===== src/rtl/wq_pkg.sv =====
package wq_pkg;
   localparam int unsigned WQ_ADDR_W_DEF = 16;
   localparam int unsigned WQ_DATA_W_DEF = 8;
   localparam int unsigned WQ_SYNC_MIN   = 2;
endpackage


===== src/rtl/wq_sync.sv =====
module wq_sync #(
   parameter int unsigned W          = 1,
   parameter int unsigned STAGES     = 2,
   parameter logic [W-1:0] RST_VAL   = '0
) (
   input  logic         clk,
   input  logic         rst_n,
   input  logic [W-1:0] d,
   output logic [W-1:0] q
);
   logic [W-1:0] chain [STAGES];

   initial assert (STAGES >= wq_pkg::WQ_SYNC_MIN) else $error("wq_sync: STAGES too small");

   generate
      for (genvar s = 0; s < STAGES; s++) begin : g_stage
         if (s == 0) begin : g_first
            always_ff @(posedge clk or negedge rst_n)
               if (!rst_n) chain[0] <= RST_VAL;
               else        chain[0] <= d;
         end else begin : g_next
            always_ff @(posedge clk or negedge rst_n)
               if (!rst_n) chain[s] <= RST_VAL;
               else        chain[s] <= chain[s-1];
         end
      end
   endgenerate

   assign q = chain[STAGES-1];
endmodule


===== src/rtl/wq_pwr_gate.sv =====
module wq_pwr_gate #(
   parameter int unsigned PON_CYCLES = 250000
) (
   input  logic clk,
   input  logic rst_n,
   input  logic vcc_s,
   output logic en
);
   localparam int unsigned CW = $clog2(PON_CYCLES + 1);

   logic [CW-1:0] cnt;
   logic          ready;

   initial assert (PON_CYCLES >= 1) else $error("wq_pwr_gate: PON_CYCLES must be at least 1");

   always_ff @(posedge clk or negedge rst_n)
      if (!rst_n) begin
         cnt   <= '0;
         ready <= 1'b0;
      end else if (!vcc_s) begin
         cnt   <= '0;
         ready <= 1'b0;
      end else if (cnt == CW'(PON_CYCLES)) begin
         ready <= 1'b1;
      end else begin
         cnt <= cnt + 1'b1;
      end

   assign en = ready && vcc_s;

   // a supply drop withdraws readiness on the next cycle
   assert_brownout_clears_R8: assert property (@(posedge clk) disable iff (!rst_n)
      $fell(vcc_s) |=> !ready);
endmodule


===== src/rtl/wq_strobe_filter.sv =====
module wq_strobe_filter #(
   parameter int unsigned ADDR_W    = 16,
   parameter int unsigned DATA_W    = 8,
   parameter int unsigned MIN_PULSE = 2
) (
   input  logic              clk,
   input  logic              rst_n,
   input  logic              ce_s,
   input  logic              we_s,
   input  logic              oe_s,
   input  logic              en,
   input  logic [ADDR_W-1:0] addr_in,
   input  logic [DATA_W-1:0] data_in,
   output logic              load_valid,
   output logic [ADDR_W-1:0] load_addr,
   output logic [DATA_W-1:0] load_data
);
   localparam int unsigned CW = $clog2(MIN_PULSE + 1);

   logic              stb_raw, stb_q, rise, fall, armed;
   logic [CW-1:0]     wid;
   logic [ADDR_W-1:0] addr_hold;

   initial assert (MIN_PULSE >= 1) else $error("wq_strobe_filter: MIN_PULSE must be at least 1");

   assign stb_raw = !ce_s && !we_s;
   assign rise    = stb_raw && !stb_q;
   assign fall    = !stb_raw && stb_q;

   always_ff @(posedge clk or negedge rst_n)
      if (!rst_n) begin
         stb_q      <= 1'b0;
         armed      <= 1'b0;
         wid        <= '0;
         addr_hold  <= '0;
         load_valid <= 1'b0;
         load_addr  <= '0;
         load_data  <= '0;
      end else begin
         stb_q      <= stb_raw;
         load_valid <= 1'b0;
         if (rise) begin
            addr_hold <= addr_in;
            wid       <= CW'(1);
            armed     <= oe_s && en;
         end else if (stb_raw) begin
            if (wid != CW'(MIN_PULSE)) wid <= wid + 1'b1;
            if (!oe_s || !en) armed <= 1'b0;
         end else if (fall) begin
            if (armed && en && (wid == CW'(MIN_PULSE))) begin
               load_valid <= 1'b1;
               load_addr  <= addr_hold;
               load_data  <= data_in;
            end
            armed <= 1'b0;
         end
      end

   // a load pulse lasts one cycle
   assert_single_pulse_R11: assert property (@(posedge clk) disable iff (!rst_n)
      load_valid |=> !load_valid);

   // a load only follows the end of a strobe
   assert_load_after_release_R2: assert property (@(posedge clk) disable iff (!rst_n)
      load_valid |-> $past(stb_q && !stb_raw));

   // a load only issues while the power gate allowed it
   assert_load_needs_enable_R9: assert property (@(posedge clk) disable iff (!rst_n)
      load_valid |-> $past(en));
endmodule


===== src/rtl/wq_strobe_qual.sv =====
module wq_strobe_qual #(
   parameter int unsigned ADDR_W      = wq_pkg::WQ_ADDR_W_DEF,
   parameter int unsigned DATA_W      = wq_pkg::WQ_DATA_W_DEF,
   parameter int unsigned SYNC_STAGES = 2,
   parameter int unsigned MIN_PULSE   = 2,
   parameter int unsigned PON_CYCLES  = 250000
) (
   input  logic              clk,
   input  logic              rst_n,
   input  logic              ce_n,
   input  logic              we_n,
   input  logic              oe_n,
   input  logic              vcc_ok,
   input  logic [ADDR_W-1:0] addr_in,
   input  logic [DATA_W-1:0] data_in,
   output logic              load_valid,
   output logic [ADDR_W-1:0] load_addr,
   output logic [DATA_W-1:0] load_data
);
   logic [2:0] pins_s;
   logic       vcc_s, en;

   initial assert (ADDR_W >= 1 && DATA_W >= 1) else $error("wq_strobe_qual: bad bus width");

   wq_sync #(.W(3), .STAGES(SYNC_STAGES), .RST_VAL(3'b111)) u_pin_sync (
      .clk(clk), .rst_n(rst_n), .d({oe_n, we_n, ce_n}), .q(pins_s));

   wq_sync #(.W(1), .STAGES(SYNC_STAGES), .RST_VAL(1'b0)) u_vcc_sync (
      .clk(clk), .rst_n(rst_n), .d(vcc_ok), .q(vcc_s));

   wq_pwr_gate #(.PON_CYCLES(PON_CYCLES)) u_pwr (
      .clk(clk), .rst_n(rst_n), .vcc_s(vcc_s), .en(en));

   wq_strobe_filter #(.ADDR_W(ADDR_W), .DATA_W(DATA_W), .MIN_PULSE(MIN_PULSE)) u_filt (
      .clk(clk), .rst_n(rst_n),
      .ce_s(pins_s[0]), .we_s(pins_s[1]), .oe_s(pins_s[2]), .en(en),
      .addr_in(addr_in), .data_in(data_in),
      .load_valid(load_valid), .load_addr(load_addr), .load_data(load_data));

   // with the synchronized supply low, no load appears
   assert_no_load_low_supply_R8: assert property (@(posedge clk) disable iff (!rst_n)
      !vcc_s |=> !load_valid);
endmodule


===== config.mk =====
export PLATFORM = sky130hd
export DESIGN_NAME = wq_strobe_qual
export DESIGN_NICKNAME = d
export VERILOG_FILES = /design/src/rtl/wq_pkg.sv /design/src/rtl/wq_sync.sv /design/src/rtl/wq_pwr_gate.sv /design/src/rtl/wq_strobe_filter.sv /design/src/rtl/wq_strobe_qual.sv
export SDC_FILE = /design/constraint.sdc
export NUM_CORES = 1
export LEC_CHECK = 0
export BUFFER_PORTS_ARGS = -buffer_cell sky130_fd_sc_hd__buf_4
export CORE_ASPECT_RATIO = 0.8
export CORE_MARGIN = 4
export CORE_UTILIZATION = 55
export CTS_BUF_LIST = sky130_fd_sc_hd__clkbuf_16
export DETAILED_ROUTE_END_ITERATION = 12
export PLACE_DENSITY = 0.78
export SYNTH_ARGS = -nofsm -noshare
export SYNTH_HDL_FRONTEND = slang
export SYNTH_HIERARCHICAL = 1
export SYNTH_SLANG_ARGS = --single-unit

===== constraint.sdc =====
create_clock -name clk -period 2.2 [get_ports clk]
set_clock_uncertainty 0.1 [all_clocks]
set_input_delay 0.44 -clock clk [delete_from_list [all_inputs] [get_ports clk]]
set_output_delay 0.44 -clock clk [all_outputs]
set_load 0.1 [all_outputs]

Yosys cells after proc, flatten, opt, wreduce, memory -nomap -nowiden
Index checks and enable logic that the tools add are counted.
{"block": "word_totals", "out_inout_bits": 25, "reg_bits": 72, "word_cells": 58}
{"block": "classes", "n_reduce_logical": 20, "add_sub_neg": 2, "n_bitwise": 2, "eq_ne": 6, "muxes": 15}
{"operator": "2-to-1 mux 18 bit", "n": 2}
{"operator": "adder 18 x 1 -> 18 bit, second input constant", "n": 1}
{"operator": "equality test 18 bit, second input constant", "n": 1}
{"operator": "2-to-1 mux 1 bit", "n": 10}
{"operator": "logical AND 1 bit", "n": 7}
{"operator": "logical NOT 1 bit", "n": 6}
{"operator": "2-to-1 mux 2 bit", "n": 3}
{"operator": "inequality test 2 bit, second input constant", "n": 2}
{"operator": "AND reduction 2 bit", "n": 2}
{"operator": "AND reduction 4 bit", "n": 1}
{"operator": "nonzero test 2 bit", "n": 2}
{"operator": "inequality test 3 bit, second input constant", "n": 1}
{"operator": "nonzero test 3 bit", "n": 1}
{"operator": "adder 2 x 1 -> 2 bit, second input constant", "n": 1}
{"operator": "equality test 2 bit, second input constant", "n": 1}
{"operator": "inequality test 2 x 1 -> 1 bit, second input constant", "n": 1}
{"operator": "NOT 1 bit", "n": 2}
{"operator": "logical OR 1 bit", "n": 1}

Logic depth before layout (Yosys ltp)
Gate-level depths: netlist (run 1).
{"block": "depth", "ltp_word": 7, "depth_mapped": 6}

Hierarchy
The synthesis (run 1) kept the hierarchy.
{"mod": "wq_strobe_filter", "instances": 1, "cells_per_inst": 106, "area_each_um2": 1848.0, "seq_area_each_um2": 1126.1}
{"mod": "wq_pwr_gate", "instances": 1, "cells_per_inst": 110, "area_each_um2": 1108.6, "seq_area_each_um2": 475.5}
{"mod": "wq_sync (u_pin_sync)", "instances": 1, "cells_per_inst": 9, "area_each_um2": 180.2, "seq_area_each_um2": 157.7}
{"mod": "wq_sync (u_vcc_sync)", "instances": 1, "cells_per_inst": 2, "area_each_um2": 50.0, "seq_area_each_um2": 50.0}

Worst setup path before layout (run 1)
OpenSTA, ideal clock, no wires.
{"block": "synth_timing", "path_kind": "register -> register", "start": "reg u_filt.wid[0]", "end": "reg u_filt.load_addr[0]", "slack_ps": 506, "stages_incl_launch_ff": 7, "arrival_ps": 1468, "n_path_buf": 1, "setup_ps": 126, "required_ps": 1974, "period_less_slack_ps": 1694, "path_cell_list": "dfrtp_1 > inv_1 > ha_1 > nand4_2 > nor2_8 > buf_12 > mux2_4"}
{"block": "synth_between", "elab_chain_len": 3}
{"element": "start: declaration", "line_no": "wq_strobe_filter.sv:21", "text": "logic [CW-1:0] wid;"}
{"element": "start signal: assignment", "line_no": "wq_strobe_filter.sv:47", "text": "if (wid != CW'(MIN_PULSE)) wid <= wid + 1'b1;"}
{"element": "equality test 2 bit", "line_no": "wq_strobe_filter.sv:50", "text": "if (armed && en && (wid == CW'(MIN_PULSE))) begin"}
{"element": "logical AND 1 bit", "line_no": "wq_strobe_filter.sv:50"}
{"element": "AND reduction 4 bit (no line)"}
{"element": "end signal: assignment", "line_no": "wq_strobe_filter.sv:52", "text": "load_addr <= addr_hold;"}
{"element": "end: declaration", "line_no": "wq_strobe_filter.sv:15", "text": "output logic [ADDR_W-1:0] load_addr,"}
Every way passes these cells.
A chain may end at the register's enable or synchronous reset.

Worst setup path in the final report (run 1)
{"block": "layout_timing", "start": "reg u_filt.wid[0]", "end": "reg u_filt.load_addr[9]"}
The elaborated chain is that of the path after synthesis.

==> impl_metrics.sql, run 1 <==
INSERT INTO impl_metrics (metric_group, metric, value, unit) VALUES
('finish', 'ff_latch_area', '1810', 'um^2'),
('grt', 'grt.total_usage', '19.2', '%'),
('grt', 'busiest_layer', 'met2', ''),
('power', 'power_per_cell_area', '813', 'nW/um^2'),
('logic_synthesis', 'synth_largest_area_cell', 'dfrtp_1', ''),
('sta', 'timing_max_transition_violations_final', '0', ''),
('setup_path', 'slowest_stage', 'dfrtp_1', ''),
('floorplanning', 'core-area', '5530', 'um^2'),
('logic_synthesis', 'synthesis.instances', '227', ''),
('finish', 'layout.cells.non_filler', '371', ''),
('setup_path', 'critPathLaunchType', 'flip-flop', ''),
('setup_path', 'rr_worst_depth', '6', ''),
('route', 'route.vias.total', '1988', ''),
('logic_synthesis', 'synth.most_common_cell', 'dfrtp_1', ''),
('place', 'gpl.final_weighted_congestion', '0.764', ''),
('grt', 'grt_pass1_vias', '2113', ''),
('place', 'detailed_placement_hpwl', '4.13', 'mm'),
('floorplanning', 'chipWidth', '93.1', 'um'),
('grt', 'grt_first_pass_wirelength', '10.6', 'mm'),
('floorplanning', 'die_y', '76.1', 'um'),
('route', 'wire_per_inst', '16.7', 'um'),
('route', 'route.antenna.remaining_nets', '0', ''),
('route', 'detail_route.drc_violations', '0', ''),
('job', 'max_cap_viol', '0', ''),
('logic_synthesis', 'synthDistinctLibCells', '48', ''),
('grt', 'initial_antenna_violation_count', '0', ''),
('finish', 'area_of_combinational_cells_with_multiple_inputs', '1240', 'um^2'),
('sta', 'maxSlewHeadroom', '65.6', '%'),
('setup_path', 'largest_delay_share_family_worst_path', 'simple AND/OR/NAND/NOR gates', ''),
('setup_path', 'cp-end-kind', 'flip-flop', ''),
('status', 'status', 'finished, final reports clean', ''),
('finish', 'final_util', '72.2', '%'),
('sta', 'max_freq', '503', 'MHz'),
('grt', 'global_route.usage.met1', '24.2', '%'),
('floorplanning', 'design.portCount', '55', ''),
('sta', 'timing.final.setup_violations', '0', ''),
('floorplanning', 'die_area', '7080', 'um^2'),
('finish', 'fillers', '385', ''),
('logic_synthesis', 'yosysSeqAreaShare', '56.8', '%'),
('grt', 'grt_start_max_net_pins', '38', ''),
('logic_synthesis', 'syn-cell-area', '3190', 'um^2'),
('power', 'p_leak', '1.90', 'nW'),
('setup_path', 'timing_worst_setup_path_type', 'reg -> reg', ''),
('logic_synthesis', 'synth.ff_latch_count', '72', ''),
('floorplanning', 'initial_core_util', '57.7', '%'),
('min_path', 'hold_path.class', 'in -> reg', ''),
('sta', 'period_needed', '1990', 'ps'),
('clocking', 'clk_transition_reported_paths', '60', 'ps'),
('clocking', 'numCtsBuffers', '9', ''),
('setup_path', 'rr_endpoint', 'u_filt/load_addr[9]', ''),
('sta', 'post-route-period-util', '90.3', '%'),
('clocking', 'cts_buffer_depth', '2', ''),
('route', 'dr_vias_cell', '5.36', ''),
('route', 'drt_pre_antenna_iters', '4', ''),
('setup_path', 'crit_chain', 'inv_1, ha_1, nand4_2, nor2_8, buf_12, mux2_2', ''),
('floorplanning', 'row_count', '24', ''),
('sta', 'final-hold-violation-count', '0', ''),
('setup_path', 'timing.critical_path.fanout_max', '18', ''),
('logic_synthesis', 'ys_async_sr_fraction', '100', '%'),
('logic_synthesis', 'synth_largest_type_area_fraction', '51.8', '%'),
('setup_path', 'cp.depth', '6', ''),
('sta', 'postLayoutSetupSlackWorst', '213', 'ps'),
('finish', 'num-nets-final', '321', ''),
('clocking', 'h-tree-depth', '3', ''),
('setup_path', 'timing.critical_path.from', 'u_filt/wid[0]', ''),
('clocking', 'tritoncts_clock_tree', 'built', ''),
('route', 'totalWireLength', '6.21', 'mm'),
('logic_synthesis', 'yosys_most_used_dff', 'dfrtp_1', ''),
('power', 'irDropWorstVdd', '0.435', 'mV'),
('grt', 'met2_usage', '31.3', '%'),
('place', 'placed_insts', '354', '');
## worst min path at each step
stage               slack, ps                start  depth (start not counted)                   to
floorplan                  40                rst_n                          0  u_filt/addr_hold[0]
global placement          240  u_vcc_sync/chain[1]                          0         u_vcc_sync/q
detailed placement        250  u_pin_sync/chain[5]                          0      u_pin_sync/q[2]
CTS                       110                 oe_n                          1  u_pin_sync/chain[5]
global route              100                 oe_n                          1  u_pin_sync/chain[5]
finish                    120                 oe_n                          1  u_pin_sync/chain[5]
## power by group
group / total, mW / leakage (nW) / internal [mW] / switching, mW
combinational: 0.172 / 0.800 / 0.0947 / 0.0772
clock: 1.63 / 0.167 / 1.10 / 0.528
sequential: 1.45 / 0.935 / 1.40 / 0.0488
## per-layer routing
metal | share of wire [%] | up-vias
met2 | 50 | 61
met4 | 0.63 | 0
met5 | 0 | -
li1 | - | 929
met3 | 5.7 | 6
met1 | 44 | 992
## layout by cell type (no fill, tap or decap), types with 2 or more instances in the layout
master	netlist	final
nor4b_1	3	3
nand2b_1	2	2
dfstp_2	6	6
nand3_1	7	7
nand2_1	4	4
o21a_1	2	2
nand4_1	3	3
buf_12	2	2
nor4_1	2	2
a21oi_1	7	7
nand4_2	3	3
nor4_2	2	2
nor3_1	5	5
inv_1	10	11
and3_1	2	2
mux2_4	19	19
mux2_2	7	7
nor4_4	2	2
buf_4	3	56
nand3_2	2	2
ha_1	3	3
bufinv_16	0	3
clkbuf_16	0	9
nor2_1	13	13
clkinv_2	0	2
xnor2_1	9	9
dfrtp_1	66	66
o21ai_0	4	4
mux2_1	14	14
xor2_1	2	2
## cell families after synthesis
| logic type | count (synthesis) | share of synthesized area, % |
|---|---|---|
| xor gates and xnor gates | 11 | 3.02 |
| adders and majority gates | 3 | 1.18 |
| and+or+nand+nor | 61 | 14.0 |
| muxes | 41 | 16.7 |
| DFF | 72 | 56.8 |
| AOI/OAI and AO/OA | 20 | 4.04 |
| buffers and inverters | 19 | 4.32 |
## final cells by class
class	count	area share [%]
multi-input cells	136	31.1
well taps	78	2.45
clock buffers	9	5.64
inverters	10	0.940
flip-flops and latches	72	45.3
clock inverters	7	2.79
repair buffers	59	11.8
## stage by stage
step	power [mW]	area, um^2
floorplan	1.54	3190
global placement	1.63	3640
detailed placement	1.64	3640
CTS	3.28	3990
global route	3.37	3990
finish	3.25	3990
## sequential cells by signal (all words and copies together) (netlist names)
name / cells
u_filt/load_data: 8
u_filt/stb_q: 1
u_filt/addr_hold: 16
u_vcc_sync/chain: 1
u_vcc_sync/q: 1
u_filt/armed: 1
u_filt/load_addr: 16
u_pin_sync/chain: 3
u_pwr/ready: 1
u_pin_sync/q: 3
u_filt/load_valid: 1
u_filt/wid: 2
u_pwr/cnt: 18
(Power assumes the default switching activity.)
==> run 2: changes to the inputs <==
--- a/config.mk
+++ b/config.mk
@@ -7,7 +7,7 @@
 export LEC_CHECK = 0
 export BUFFER_PORTS_ARGS = -buffer_cell sky130_fd_sc_hd__buf_4
 export CORE_ASPECT_RATIO = 0.8
-export CORE_MARGIN = 4
+export CORE_MARGIN = 3
 export CORE_UTILIZATION = 55
 export CTS_BUF_LIST = sky130_fd_sc_hd__clkbuf_16
 export DETAILED_ROUTE_END_ITERATION = 12
==> constraint.sdc (replaced) <==
create_clock -name clk -period 2.2 [get_ports clk]
set_clock_uncertainty 0.1 [all_clocks]
set_input_delay 0.44 -clock clk [delete_from_list [all_inputs] [get_ports clk]]
set_output_delay 0.44 -clock clk [all_outputs]
set_load 0.01 [all_outputs]
==> impl_metrics.sql, run 2 (synthesis results as in run 1) <==
INSERT INTO impl_metrics (metric_group, metric, value, unit) VALUES
('status', 'status', 'finished, final reports clean', ''),
('grt', 'initial_antenna_violation_count', '0', ''),
('finish', 'mostFrequentLayoutCells', 'dfrtp_1, buf_4, mux2_4', ''),
('min_path', 'hold_path.class', 'in -> reg', ''),
('clocking', 'numCtsBuffers', '9', ''),
('floorplanning', 'chipWidth', '91.1', 'um'),
('route', 'drt_pre_antenna_iters', '4', ''),
('finish', 'most_frequent_standard_cell_in_the_layout_excluding_fill_and_tap_cells', 'dfrtp_1', ''),
('min_path', 'min-delay-start', 'ce_n', ''),
('grt', 'grt_pass1_vias', '1996', ''),
('place', 'placed_insts', '355', ''),
('route', 'route.antenna.remaining_nets', '0', ''),
('sta', 'setup_total_negative_slack', '0', 'ps'),
('clocking', 'cts_buffer_depth', '2', ''),
('sta', 'rsz0062_at_grt', 'false', ''),
('finish', 'max_flop_register', 'u_pwr/cnt', ''),
('sta', 'period_needed', '1920', 'ps'),
('sta', 'timing.final.setup_violations', '0', ''),
('route', 'route.vias.total', '1954', ''),
('sta', 'max_freq', '521', 'MHz'),
('finish', 'antenna_cells_inserted', '0', ''),
('clocking', 'clk_transition_reported_paths', '60', 'ps'),
('clocking', 'insertion_delay', '330', 'ps'),
('route', 'wire_per_inst', '16.8', 'um'),
('route', 'detail_route.drc_violations', '0', ''),
('route', 'dr_vias_cell', '5.25', ''),
('finish', 'num-nets-final', '322', ''),
('setup_path', 'timing_worst_setup_path_type', 'reg -> reg', ''),
('sta', 'worst_hold_slack', '117', 'ps'),
('sta', 'post-route-period-util', '87.3', '%'),
('job', 'max_cap_viol', '0', ''),
('clocking', 'clk_root_buffer_cell', 'clkbuf_16', ''),
('sta', 'timing_max_transition_violations_final', '0', ''),
('power', 'p_total', '3.00', 'mW'),
('finish', 'largest_reg_flops', '18', ''),
('clocking', 'tritoncts_clock_tree', 'built', ''),
('setup_path', 'timing.critical_path.from', 'u_filt/wid[0]', ''),
('power', 'irDropWorstVdd', '0.520', 'mV'),
('route', 'detailedRoute.firstIterationViolations', '106', ''),
('floorplanning', 'die_y', '74.1', 'um'),
('setup_path', 'r2r_setup_slk', '280', 'ps'),
('finish', 'fillers', '415', ''),
('finish', 'syn_to_final_growth', '23.8', '%'),
('finish', 'largest_registers', 'u_pwr/cnt: 18 flops, u_filt/addr_hold: 16 flops, u_filt/load_addr: 16 flops', ''),
('route', 'totalWireLength', '6.24', 'mm'),
('clocking', 'clock_sink_count', '72', ''),
('finish', 'layout.cells.non_filler', '372', ''),
('setup_path', 'rr_worst_depth', '6', ''),
('setup_path', 'timing.rr.start', 'u_filt/wid[0]', ''),
('floorplanning', 'initial_core_util', '57.7', '%'),
('sta', 'final-hold-violation-count', '0', ''),
('place', 'port_buffers', '54', ''),
('grt', 'grt_first_pass_wirelength', '10.3', 'mm'),
('power', 'p_leak', '1.89', 'nW'),
('sta', 'worst_slew_pin_slew', '516', 'ps'),
('setup_path', 'critical_path_arrival', '2030', 'ps'),
('floorplanning', 'design.portCount', '55', ''),
('floorplanning', 'core-area', '5530', 'um^2'),
('floorplanning', 'die_area', '6750', 'um^2'),
('sta', 'maxSlewHeadroom', '65.6', '%'),
('place', 'detailed_placement_hpwl', '4.29', 'mm'),
('grt', 'grt.total_usage', '20.4', '%'),
('place', 'gpl.final_weighted_congestion', '0.782', ''),
('setup_path', 'critPathLaunchType', 'flip-flop', ''),
('min_path', 'holdPathStages', '1', ''),
('setup_path', 'rr_endpoint', 'u_filt/load_data[4]', ''),
('floorplanning', 'row_count', '24', ''),
('setup_path', 'cp.required', '2310', 'ps'),
('power', 'power_per_cell_area', '761', 'nW/um^2'),
('setup_path', 'timing.critical_path.fanout_max', '11', ''),
('grt', 'gr-total-overflow', '0', ''),
('clocking', 'h-tree-depth', '3', ''),
('min_path', 'hold_path_end', 'u_pin_sync/chain[3]', ''),
('finish', 'drive_gt1_share', '40.5', '%'),
('grt', 'grt_start_max_net_pins', '43', ''),
('setup_path', 'cp-end-kind', 'flip-flop', '');
-- run 2: changes by cell type in the layout (fill, tap and decap cells not counted) --
| cell | change |
|---|---|
| buf_4 | +1 |
| bufinv_16 | -2 |
| inv_1 | +1 |
| clkinvlp_4 | -1 |
| clkinv_2 | +1 |
| clkinv_1 | +1 |
-- run 2: how the worst max path moves through the flow --
| stage | to | slack [ps] | depth (start not counted) |
|---|---|---|---|
| 6_report | u_filt/load_data[4] | 280 | 6 |
| 5_1_grt | u_filt/load_data[4] | 150 | 6 |
| 4_1_cts | u_filt/load_data[3] | 280 | 6 |
| 3_5_place_dp | u_filt/load_data[6] | 280 | 6 |
| 3_3_place_gp | u_filt/load_data[4] | 340 | 6 |
| 2_1_floorplan | u_filt/load_addr[0] | 510 | 6 |
-- run 2: metal layers --
metal	GRT usage, %	vias to the layer above	share of wire [%]
li1	-	931	-
met1	27.7	975	45
met2	30.3	42	48
met3	7.08	6	5.3
met4	8.53	0	1.5
met5	0	-	0
-- run 2: through the flow --
stage	worst slack (ps)	utilization, %	instance area [um^2]
detailed placement	279	66.1	3650
global route	154	71.4	3940
CTS	275	71.4	3940
finish	280	71.4	3940
floorplan	507	-	3190
global placement	344	66.1	3650
-- run 2: final cells by class --
class	count	area [um^2]	share of cell area, %
Clock buffer	9	225	5.71
Multi-Input combinational cell	136	1240	31.4
Sequential cell	72	1810	45.9
Inverter	10	37.5	0.952
Clock inverter	7	56.3	1.43
Timing Repair Buffer	60	478	12.1
Tap cell	78	97.6	2.47
-- run 2: repair_timing --
action,in CTS,in global routing
resized for setup,0,0
hold buffers,1,0
buffers inserted,0,0
hold endpoints to repair,30,0
-- run 2: power by group --
part	internal, mW	switching (mW)
combinational	0.0936	0.0742
sequential	1.40	0.0487
clock	0.859	0.527
-- run 2: critical path: stages (launching register included) --
cell	delay, ps
dfrtp_1	380
inv_1	80
ha_1	260
nand4_2	200
nor2_8	270
buf_4	210
mux2_4	310
==> run 3: changes to the inputs <==
--- a/config.mk
+++ b/config.mk
@@ -11,7 +11,9 @@
 export CORE_UTILIZATION = 55
 export CTS_BUF_LIST = sky130_fd_sc_hd__clkbuf_16
 export DETAILED_ROUTE_END_ITERATION = 12
-export PLACE_DENSITY = 0.78
+export GPL_TIMING_DRIVEN = 0
+export HOLD_SLACK_MARGIN = 0.06
+export PLACE_DENSITY_LB_ADDON = 0.08
 export SYNTH_ARGS = -nofsm -noshare
 export SYNTH_HDL_FRONTEND = slang
 export SYNTH_HIERARCHICAL = 1
==> impl_metrics.sql, run 3 (synthesis results as in run 1) <==
INSERT INTO impl_metrics (metric_group, metric, value, unit) VALUES
('setup_path', 'timing.critical_path.from', 'u_filt/wid[0]', ''),
('sta', 'post-route-period-util', '82.5', '%'),
('grt', 'grt_first_pass_wirelength', '9.09', 'mm'),
('setup_path', 'r2r_setup_slk', '390', 'ps'),
('sta', 'timing.final.setup_violations', '0', ''),
('floorplanning', 'row_count', '24', ''),
('route', 'route.vias.total', '1986', ''),
('clocking', 'postCtsResizedCells', '0', ''),
('floorplanning', 'core-area', '5530', 'um^2'),
('grt', 'grt.total_usage', '17.5', '%'),
('floorplanning', 'chipWidth', '91.1', 'um'),
('floorplanning', 'die_area', '6750', 'um^2'),
('clocking', 'clock_sink_count', '72', ''),
('setup_path', 'largest_delay_share_family_worst_path', 'simple AND/OR/NAND/NOR gates', ''),
('route', 'detailedRoute.firstIterationViolations', '90', ''),
('finish', 'mostFrequentLayoutCells', 'dfrtp_1, buf_4, mux2_4', ''),
('setup_path', 'timing.rr.start', 'u_filt/wid[0]', ''),
('min_path', 'hold_path.class', 'in -> async', ''),
('sta', 'timing_max_transition_violations_final', '0', ''),
('setup_path', 'timing.critical_path.fanout_max', '10', ''),
('finish', 'largest_registers', 'u_pwr/cnt: 18 flops, u_filt/addr_hold: 16 flops, u_filt/load_addr: 16 flops', ''),
('grt', 'gr-total-overflow', '0', ''),
('finish', 'syn_to_final_growth', '26.3', '%'),
('clocking', 'insertion_delay', '320', 'ps'),
('setup_path', 'slowest_stage', 'dfrtp_1', ''),
('route', 'detail_route.drc_violations', '0', ''),
('sta', 'final-hold-violation-count', '0', ''),
('setup_path', 'critPathMaxStageDelay', '390', 'ps'),
('job', 'max_cap_viol', '0', ''),
('finish', 'ff_latch_area', '1810', 'um^2'),
('route', 'wire_per_inst', '14.9', 'um'),
('finish', 'fillers', '395', ''),
('finish', 'drive_gt1_share', '41.4', '%'),
('finish', 'area_of_combinational_cells_with_multiple_inputs', '1240', 'um^2'),
('setup_path', 'cp.depth', '6', ''),
('grt', 'grt_start_max_net_pins', '73', ''),
('clocking', 'cts.repair_timing.setup_buffer_count', '0', ''),
('sta', 'period_needed', '1810', 'ps'),
('place', 'gpl.final_weighted_congestion', '0.782', ''),
('setup_path', 'cp-endpoint', 'u_filt/load_data[0]', ''),
('finish', 'most_frequent_standard_cell_in_the_layout_excluding_fill_and_tap_cells', 'dfrtp_1', ''),
('place', 'detailed_placement_hpwl', '3.82', 'mm'),
('clocking', 'clk_transition_reported_paths', '60', 'ps'),
('finish', 'antenna_cells_inserted', '0', ''),
('place', 'port_buffers', '54', ''),
('setup_path', 'crit_buf_inv', '2', ''),
('floorplanning', 'initial_core_util', '57.7', '%'),
('route', 'route.antenna.remaining_nets', '0', ''),
('sta', 'rsz0062_at_grt', 'false', ''),
('floorplanning', 'die_y', '74.1', 'um'),
('clocking', 'hold_buffers_post_cts', '0', ''),
('power', 'p_total', '3.22', 'mW'),
('finish', 'largest_reg_flops', '18', ''),
('setup_path', 'timing_worst_setup_path_type', 'reg -> reg', ''),
('status', 'status', 'finished, final reports clean', ''),
('sta', 'setup_total_negative_slack', '0', 'ps'),
('grt', 'initial_antenna_violation_count', '0', ''),
('setup_path', 'rr_worst_depth', '6', ''),
('finish', 'num-nets-final', '325', ''),
('sta', 'worst_slew_pin_slew', '875', 'ps'),
('floorplanning', 'design.portCount', '55', ''),
('power', 'irDropWorstVdd', '0.767', 'mV'),
('power', 'p_leak', '1.91', 'nW'),
('clocking', 'cts_buffer_depth', '2', ''),
('clocking', 'h-tree-depth', '3', ''),
('setup_path', 'critPathLaunchType', 'flip-flop', ''),
('clocking', 'clk_root_buffer_cell', 'clkbuf_16', ''),
('clocking', 'tritoncts_clock_tree', 'built', ''),
('finish', 'max_flop_register', 'u_pwr/cnt', ''),
('grt', 'grt_pass1_vias', '1865', ''),
('sta', 'maxSlewHeadroom', '41.7', '%'),
('setup_path', 'critical_path_arrival', '1920', 'ps'),
('setup_path', 'rr_endpoint', 'u_filt/load_data[0]', ''),
('clocking', 'numCtsBuffers', '9', ''),
('power', 'power_per_cell_area', '799', 'nW/um^2'),
('setup_path', 'cp-end-kind', 'flip-flop', ''),
('route', 'totalWireLength', '5.57', 'mm'),
('route', 'drt_pre_antenna_iters', '4', ''),
('setup_path', 'crit_chain', 'inv_1, ha_1, nand4_2, nor2_8, buf_12, mux2_4', ''),
('setup_path', 'cp.required', '2300', 'ps'),
('sta', 'max_freq', '551', 'MHz'),
('route', 'dr_vias_cell', '5.30', '');
run 3: changes by cell type in the layout (fill, tap and decap cells not counted), sizes merged:
cell,delta
clkbuf,+1
clkinvlp,+1
buf,+3
inv,-2
bufinv,+2
dlygate4sd3,-1
clkinv,-1
run 3: layer usage:
metal  up-vias  global-route usage [%]  wire (um)
met5         -                       0          0
met4         0                    5.52         70
met3         9                    5.76        296
met2        54                    26.2       2530
met1       983                    24.5       2680
li1        940                       -          -
run 3: how the worst min path moves through the flow:
stage,startpoint,endpoint,cells past startpoint
after global placement,u_vcc_sync/chain[1],u_vcc_sync/q,0
after detailed placement,u_vcc_sync/chain[1],u_vcc_sync/q,0
after global routing,ce_n,u_pin_sync/chain[3],1
after floorplan,rst_n,u_filt/addr_hold[0],0
after CTS,ce_n,u_pin_sync/chain[3],1
final,rst_n,u_pwr/cnt[14],1
run 3: per-stage QoR:
stage               util (%)  cells  setup slack [ps]  hold WS, ps  cell area [um^2]
floorplan                  -    227               507         44.4              3190
global placement        66.8    359               384          231              3690
detailed placement      66.8    359               389          246              3690
CTS                     72.8    375               376          115              4030
global route            72.8    375               282          113              4030
finish                  72.8    375               386          115              4030
run 3: power by group:
| part | switching [mW] | internal, mW |
|---|---|---|
| Sequential | 0.0409 | 1.40 |
| Combinational | 0.0774 | 0.0929 |
| Clock | 0.510 | 1.10 |
run 3: worst register-to-register path: stages (launching register included):
cell and delay [ps]:
dfrtp_1 390, inv_1 80, ha_1 240, nand4_2 190, nor2_8 210, buf_12 180, mux2_4 310
run 3: area by class of cell:
cell class	instances	area share, %
sequential	72	44.9
multi-input combinational	136	30.8
timing repair buffer	54	10.1
clock buffer	9	5.60
clock inverter	7	2.74
buffer	9	2.49
tap	78	2.42
inverter	10	0.933
